### src/rtl/refdiv_pkg.sv
package refdiv_pkg;
  parameter int FAM_W  = 2;
  parameter int IDX_W  = 3;
  localparam int CODE_W  = FAM_W + IDX_W;
  localparam int MAX_MANT = 7;
  localparam int MAX_RATIO = MAX_MANT << ((1 << IDX_W) - 2);
  localparam int RATIO_W = $clog2(MAX_RATIO + 1);

  typedef logic [RATIO_W-1:0] ratio_t;

  typedef struct packed {
    logic [FAM_W-1:0] fam;
    logic [IDX_W-1:0] idx;
  } code_t;

  // Mantissa of a family: 1 for the plain powers of two, else 4 + family.
  function automatic logic [2:0] fam_mantissa(input logic [FAM_W-1:0] fam);
    logic [2:0] m;
    if (fam == '0) m = 3'd1;
    else           m = 3'(fam) + 3'd4;
    return m;
  endfunction

  function automatic logic code_legal(input code_t c);
    return !((c.fam != '0) && (c.idx == '0));
  endfunction

  // Decoded ratio; only meaningful for legal codes.
  function automatic ratio_t decode_ratio(input code_t c);
    ratio_t r;
    if (c.fam == '0)
      r = ratio_t'(2) << c.idx;
    else if (c.idx == '0)
      r = '0;
    else
      r = ratio_t'(fam_mantissa(c.fam)) << (c.idx - IDX_W'(1));
    return r;
  endfunction

  localparam ratio_t RESET_RATIO = ratio_t'(2);
endpackage

### src/rtl/refdiv_decode.sv
module refdiv_decode
  import refdiv_pkg::*;
(
  input  code_t  code,
  output ratio_t ratio,
  output logic   legal
);
  always_comb begin
    legal = code_legal(code);
    ratio = decode_ratio(code);
  end
endmodule

### src/rtl/refdiv_ratio_reg.sv
module refdiv_ratio_reg
  import refdiv_pkg::*;
(
  input  logic   clk,
  input  logic   rst,
  input  logic   load,
  input  logic   legal,
  input  ratio_t new_ratio,
  input  logic   tc,
  output ratio_t active_ratio,
  output ratio_t pending_ratio,
  output logic   illegal
);
  logic take_new;
  logic take_bad;

  assign take_new = load && legal;
  assign take_bad = load && !legal;

  always_ff @(posedge clk) begin
    if (rst) begin
      pending_ratio <= RESET_RATIO;
      active_ratio  <= RESET_RATIO;
      illegal       <= 1'b0;
    end else begin
      if (take_new) pending_ratio <= new_ratio;
      if (take_new)      illegal <= 1'b0;
      else if (take_bad) illegal <= 1'b1;
      if (tc) active_ratio <= pending_ratio;
    end
  end
endmodule

### src/rtl/refdiv_counter.sv
module refdiv_counter
  import refdiv_pkg::*;
(
  input  logic   clk,
  input  logic   rst,
  input  ratio_t ratio,
  output ratio_t cnt,
  output logic   tc
);
  assign tc = (cnt == ratio - ratio_t'(1));

  always_ff @(posedge clk) begin
    if (rst)     cnt <= '0;
    else if (tc) cnt <= '0;
    else         cnt <= cnt + ratio_t'(1);
  end
endmodule

### src/rtl/refdiv_top.sv
module refdiv_top
  import refdiv_pkg::*;
(
  input  logic              clk,
  input  logic              rst,
  input  logic [CODE_W-1:0] ratio_code,
  input  logic              code_load,
  output logic              tick_o,
  output logic              illegal_o
);
  code_t  code_s;
  ratio_t dec_ratio;
  logic   dec_legal;
  ratio_t active_ratio;
  ratio_t pending_ratio;
  ratio_t cnt;
  logic   tc;

  assign code_s = code_t'(ratio_code);

  refdiv_decode u_dec (
    .code  (code_s),
    .ratio (dec_ratio),
    .legal (dec_legal)
  );

  refdiv_ratio_reg u_reg (
    .clk           (clk),
    .rst           (rst),
    .load          (code_load),
    .legal         (dec_legal),
    .new_ratio     (dec_ratio),
    .tc            (tc),
    .active_ratio  (active_ratio),
    .pending_ratio (pending_ratio),
    .illegal       (illegal_o)
  );

  refdiv_counter u_cnt (
    .clk   (clk),
    .rst   (rst),
    .ratio (active_ratio),
    .cnt   (cnt),
    .tc    (tc)
  );

  assign tick_o = tc;
endmodule

### config.mk
export PLATFORM = sky130hd
export DESIGN_NAME = refdiv_top
export DESIGN_NICKNAME = d
export VERILOG_FILES = /design/src/rtl/refdiv_pkg.sv /design/src/rtl/refdiv_decode.sv /design/src/rtl/refdiv_ratio_reg.sv /design/src/rtl/refdiv_counter.sv /design/src/rtl/refdiv_top.sv
export SDC_FILE = /design/constraint.sdc
export NUM_CORES = 1
export LEC_CHECK = 0
export BUFFER_PORTS_ARGS = -buffer_cell sky130_fd_sc_hd__buf_2
export CORE_MARGIN = 2
export CORE_UTILIZATION = 40
export CTS_CLUSTER_SIZE = 30
export DETAILED_ROUTE_END_ITERATION = 10
export PLACE_DENSITY_LB_ADDON = 0.08
export SYNTH_ARGS = -nofsm -noshare
export SYNTH_HDL_FRONTEND = slang
export SYNTH_SLANG_ARGS = --single-unit
### constraint.sdc
create_clock -name clk -period 8.4 [get_ports clk]
set_clock_uncertainty 0.1 [all_clocks]
set_input_delay 1.68 -clock clk [delete_from_list [all_inputs] [get_ports clk]]
set_output_delay 1.68 -clock clk [all_outputs]
set_load 0.01 [all_outputs]
==> results of run 1 <==
-- power breakdown --
part	total, mW	internal [mW]	switching (mW)
combinational	0.126	0.0582	0.0678
sequential	0.162	0.145	0.0172
clock	0.0689	0.0321	0.0368
total	0.357	0.235	0.122
-- registers in the layout (all words and copies together) (netlist names) --
signal and flops:
u_cnt.cnt 9, u_reg.active_ratio 9, u_reg.pending_ratio 9, u_reg.illegal 1
-- per-stage QoR --
step	total power [mW]	setup WS, ps
3_3_place_gp	0.287	4280
3_5_place_dp	0.292	4180
2_1_floorplan	0.274	4500
4_1_cts	0.362	3880
5_1_grt	0.382	3730
6_report	0.357	3910
-- per-layer routing --
layer  global-route usage  share of wire  up-vias  wire [um]
met4               0.0566          0.011        0         38
met2                0.298           0.52       33       1850
met3               0.0189          0.025        4         88
met1                0.180           0.45      676       1610
met5                    0              0        -          0
li1                     -              -      726          -
-- how the worst max path moves through the flow --
stage,start,to,slack [ps],cells after the start
6_report,u_reg.active_ratio[0],tick_o,3910,8
2_1_floorplan,u_reg.active_ratio[0],tick_o,4500,8
5_1_grt,u_reg.active_ratio[0],tick_o,3730,8
4_1_cts,u_reg.active_ratio[0],tick_o,3880,8
3_3_place_gp,u_reg.active_ratio[0],tick_o,4280,8
3_5_place_dp,u_reg.active_ratio[0],tick_o,4180,8
-- synthesized netlist by cell type, drive strengths merged (2+ instances only) --
master  count
a211oi      2
a21boi      2
a21o        2
a21oi       7
a221oi      4
a311oi      2
a31oi       2
a32o        2
and3        4
buf         2
clkbuf     10
dfxtp      28
ha          7
inv         7
mux2i       9
nand2      17
nand2b     18
nand3       7
nor2       16
nor3       14
nor4        2
nor4b       2
o21ai       7
o22ai       2
o31ai       2
xnor2       7
xor2       10
-- critical path: cells and delay by family (launching register included) --
kind / cells / cell delay (ps)
adders and majority gates: 1 / 310
xor gates and xnor gates: 1 / 160
AOI/OAI and AO/OA: 1 / 110
and+or+nand+nor: 2 / 830
DFF: 1 / 450
buffers and inverters: 3 / 570
-- kinds of logic after synthesis --
group           count (synthesis)
fa+ha+maj                       7
simple gates                   85
flops                          28
buf+inv                        19
compound gates                 39
xor+xnor                       17
mux                            10
-- layout make-up --
| cell class | instances | area (um^2) | share of cell area |
|---|---|---|---|
| Clock buffer | 3 | 41.3 | 0.0228 |
| Inverter | 7 | 26.3 | 0.0145 |
| Multi-Input combinational cell | 158 | 1070 | 0.589 |
| Sequential cell | 28 | 561 | 0.310 |
| Tap cell | 50 | 62.6 | 0.0346 |
| Timing Repair Buffer | 10 | 52.6 | 0.0290 |
==> run summary, run 1 <==
outcome: finished clean
Crit. End Element: output pin
grt ovf: 0
synthesis-to-finish area growth: 5.62%
EDFF count, synth: 0
CTS Hold Buffers Added: 0
drc violations: 0
WS Path Type: flop to output pin
Pins Over Slew Limit: 0
most common cell after layout, fill and taps aside: dfxtp_1
boundary pin count: 10
PwrDens: 197 nW/um^2
Fin Setup TNS: 0 ps
Post-Synth Adder-Cell Area: 0.0511
vias in the first global route: 1453
register area share after synthesis: 0.327
Total Routed Length: 3.59 mm
Initial DRC Count: 30
GRT Total Usage: 0.158
largest area contributor in the netlist: dfxtp_1
top cell type's share of synthesized area: 0.327
H-tree level count: 1
initial antenna violation count: 0
vias per cell: 5.62
WL per Instance: 14.0 um
Clk pin slew, worst setup/hold paths: 90 ps
dominant synthesized flop cell: dfxtp_1
crit path time final: 4490 ps
Synth warnings: 0
WHS Endpoint: u_reg.pending_ratio[3]
ant diodes: 0
CP Cell Sequence: inv_1, ha_1, xor2_1, o2111ai_1, or4_1, nor4b_4, buf_4, buf_2
Die X: 69.5 um
most frequent cells in the layout: dfxtp_1 (28), nand2b_1 (18), nand2_1 (17)
kind of start point of the critical path: flop
max_cap viols: 0
CTS buffer count: 3
Leakage Power: 0.681 nW
endpoints failing setup: 0
Root Driver: clkbuf_8
max_slew headroom: 0.594
standard-cell row count: 23
fin util: 0.446
die height: 69.5 um
Peak VDD IR: 65.0 uV
hold_sp: u_reg.pending_ratio[3]
Compound-Gate Fraction of Synth Area: 0.157
CTS sink count: 28
flop and latch count out of synthesis: 28
cell count after placement: 253
reg2reg start: u_reg.active_ratio[0]
Post-CTS Resized: 0
Worst Hold Margin: 366 ps
R2R depth: 8
first-pass GRT wire length: 6.36 mm
Pre-antenna DRT Iters: 4
syn_area_per_cell: 8.36 um^2
Max clock buf depth: 2
Non-Filler Instances: 256
Placed Area: 1770 um^2
GP Congestion: 0.830
register-to-register setup slack: 5750 ps
fraction of registers with async set/reset: 0
slew at the pin with the worst max-slew slack: 605 ps
leading post-synthesis cells by cell area: dfxtp_1 (33%), nand2b_1 (6.6%), mux2i_1 (5.3%)
portion of netlist area occupied by mux cells: 0.0591
Starting Density: 0.422
Critical Path Fanout Max: 19
Unique masters post-synth: 42
core area: 4060 um^2
largest family of logic cells by synthesized area: simple AND/OR/NAND/NOR gates
clk_lat worst skew: 260 ps
worst r2r dst: u_reg.active_ratio[5]
die area: 4820 um^2
Synth Net Count: 220
Finished Cell Area: 1810 um^2
Netlist Area Pre-Place: 1710 um^2
post-CTS setup buffer count: 0
crit share post-route: 0.535
Vias: 1439
largest net degree at the start of global routing: 38
CP required: 6620 ps
HP Class: flop to flop
layout cells sized above 1: 0.0874
Nets: 223
Synth Area in XOR/XNOR: 0.0869
I/O Buffers: 9
Worst EP arrival: 2710 ps
FILL cells: 409
fmax: 0.223 GHz
Hold Path Depth: 2
Fin. Hold Viols: 0
RSZ-0062 raised after global routing: no
Slowest-stage cell, CP: or4_1
slowest stage delay, CP: 560 ps
Syn Inst Count: 205
CTS tree: yes
post-synthesis simple-gate area fraction: 0.264
DRT antenna net count: 0
DP Wirelength: 2.68 mm
Power figures use the tool's default switching activity.
==> inputs of run 2 (changes only) <==
clock period = 4 ns   (was 8.4 ns; I/O delays follow)
==> run 2 against run 1 <==
Routed wire length is 1.1% higher. Sequential power is 110% higher. Utilization is 0.34 points higher. Setup slack worse by 3200 ps. Sequential share of layout area is 0.23 points lower. Power is 120% higher. Non-clock buffer count stayed put. Die area stayed put. Clock-buffer cell count is 1 higher. Hold slack worse by 1.4 ps. Sequential cell count stayed put.
==> run summary, run 2 (synthesis results as in run 1) <==
outcome: finished clean
synthesis-to-finish area growth: 6.42%
WS Path Type: flop to output pin
share of power burned in registers: 0.434
register-to-register setup slack: 1320 ps
standard-cell row count: 23
Nets: 223
GRT Total Usage: 0.160
Worst EP arrival: 2410 ps
hold_sp: u_reg.pending_ratio[2]
Fin Setup TNS: 0 ps
max_cap viols: 0
top flop regs: u_cnt.cnt: 9 flops, u_reg.active_ratio: 9 flops, u_reg.pending_ratio: 9 flops
drc violations: 0
internal power: 0.513 mW
core area: 4060 um^2
Critical Path Fanout Max: 6
largest net degree at the start of global routing: 38
ant diodes: 0
CTS Hold Buffers Added: 0
clock power share: 0.223
Total Routed Length: 3.63 mm
Pins Over Slew Limit: 0
Final Power: 0.778 mW
slew at the pin with the worst max-slew slack: 610 ps
I/O Buffers: 9
Hold Path Depth: 2
GP Congestion: 0.881
Clk pin slew, worst setup/hold paths: 90 ps
clk_lat worst skew: 270 ps
Max clock buf depth: 2
Finished Cell Area: 1820 um^2
Vias: 1406
Starting Density: 0.422
boundary pin count: 10
WL met2: 1.77 mm
Die X: 69.5 um
RSZ-0062 raised after global routing: no
Placed Area: 1770 um^2
Initial DRC Count: 115
WL per Instance: 14.1 um
cell count after placement: 253
CP required: 3100 ps
top layer in use: met4
CTS tree: yes
max_slew headroom: 0.591
Metal-1 WL: 1.67 mm
Sw Ratio: 0.340
fin util: 0.450
Post-CTS Resized: 0
Leakage Power: 0.688 nW
fmax: 0.302 GHz
Fin. Hold Viols: 0
grt ovf: 0
Root Driver: clkbuf_8
first-pass GRT wire length: 6.45 mm
crit share post-route: 0.828
reg2reg start: u_reg.active_ratio[0]
HP Class: flop to flop
layout cells sized above 1: 0.0918
endpoints failing setup: 0
vias per cell: 5.47
most common cell after layout, fill and taps aside: dfxtp_1
kind of start point of the critical path: flop
R2R depth: 8
die height: 69.5 um
Non-Filler Instances: 257
vias in the first global route: 1421
initial antenna violation count: 0
combinational power share: 0.343
CTS sink count: 28
DRT antenna net count: 0
Met3 Wirelength: 73 um
Pre-antenna DRT Iters: 4
WHS Endpoint: u_reg.pending_ratio[2]
Peak VDD IR: 161 uV
post-CTS setup buffer count: 0
DP Wirelength: 2.72 mm
Sw Pwr: 0.265 mW
Crit. End Element: output pin
PwrDens: 427 nW/um^2
H-tree level count: 1
worst r2r dst: u_reg.active_ratio[5]
CTS buffer count: 3
most frequent cells in the layout: dfxtp_1 (28), nand2b_1 (18), nand2_1 (17)
crit path time final: 3310 ps
die area: 4820 um^2
[run 2: cell count changes in the layout (fill, tap and decap cells not counted)]
cell      delta
clkbuf_8     +1
[run 2: cell type report]
cell class / instances / area (um^2)
Timing Repair Buffer: 10 / 52.6
Inverter: 7 / 26.3
Clock buffer: 4 / 55.1
Multi-Input combinational cell: 158 / 1070
Sequential cell: 28 / 561
Fill cell: 410 / 2230
Tap cell: 50 / 62.6
[run 2: how the worst max path moves through the flow]
stage,from,end,slack (ps),cells past startpoint
floorplan,u_reg.active_ratio[0],tick_o,980,8
finish,u_reg.active_ratio[0],tick_o,690,7
detailed placement,u_reg.active_ratio[0],tick_o,990,7
global placement,u_reg.active_ratio[0],tick_o,1030,7
global route,u_reg.active_ratio[0],tick_o,540,7
CTS,u_reg.active_ratio[0],tick_o,660,7
[run 2: worst max-delay path: stages (launching register included)]
cell and delay [ps]:
dfxtp_1 450, inv_1 90, ha_1 310, xor2_1 150, o2111ai_1 110, or4_1 570
nor4b_4 290, buf_2 170
[run 2: power groups by stage]
stage | sequential, mW | clock [mW] | combinational, mW
6_report | 0.338 | 0.173 | 0.267
5_1_grt | 0.343 | 0.192 | 0.294
4_1_cts | 0.338 | 0.181 | 0.269
3_5_place_dp | 0.345 | 0 | 0.269
3_3_place_gp | 0.343 | 0 | 0.263
2_1_floorplan | 0.332 | 0 | 0.244
[run 2: per-stage QoR]
step / hold WS (ps) / setup slack, ps
4_1_cts: 371 / 664
2_1_floorplan: 332 / 977
3_3_place_gp: 346 / 1030
6_report: 365 / 686
3_5_place_dp: 358 / 990
5_1_grt: 397 / 539
[run 2: layer usage]
layer / vias up / global-route usage
met5: - / 0
met1: 642 / 0.185
met3: 10 / 0.0174
met4: 0 / 0.0806
met2: 28 / 0.287
li1: 726 / -
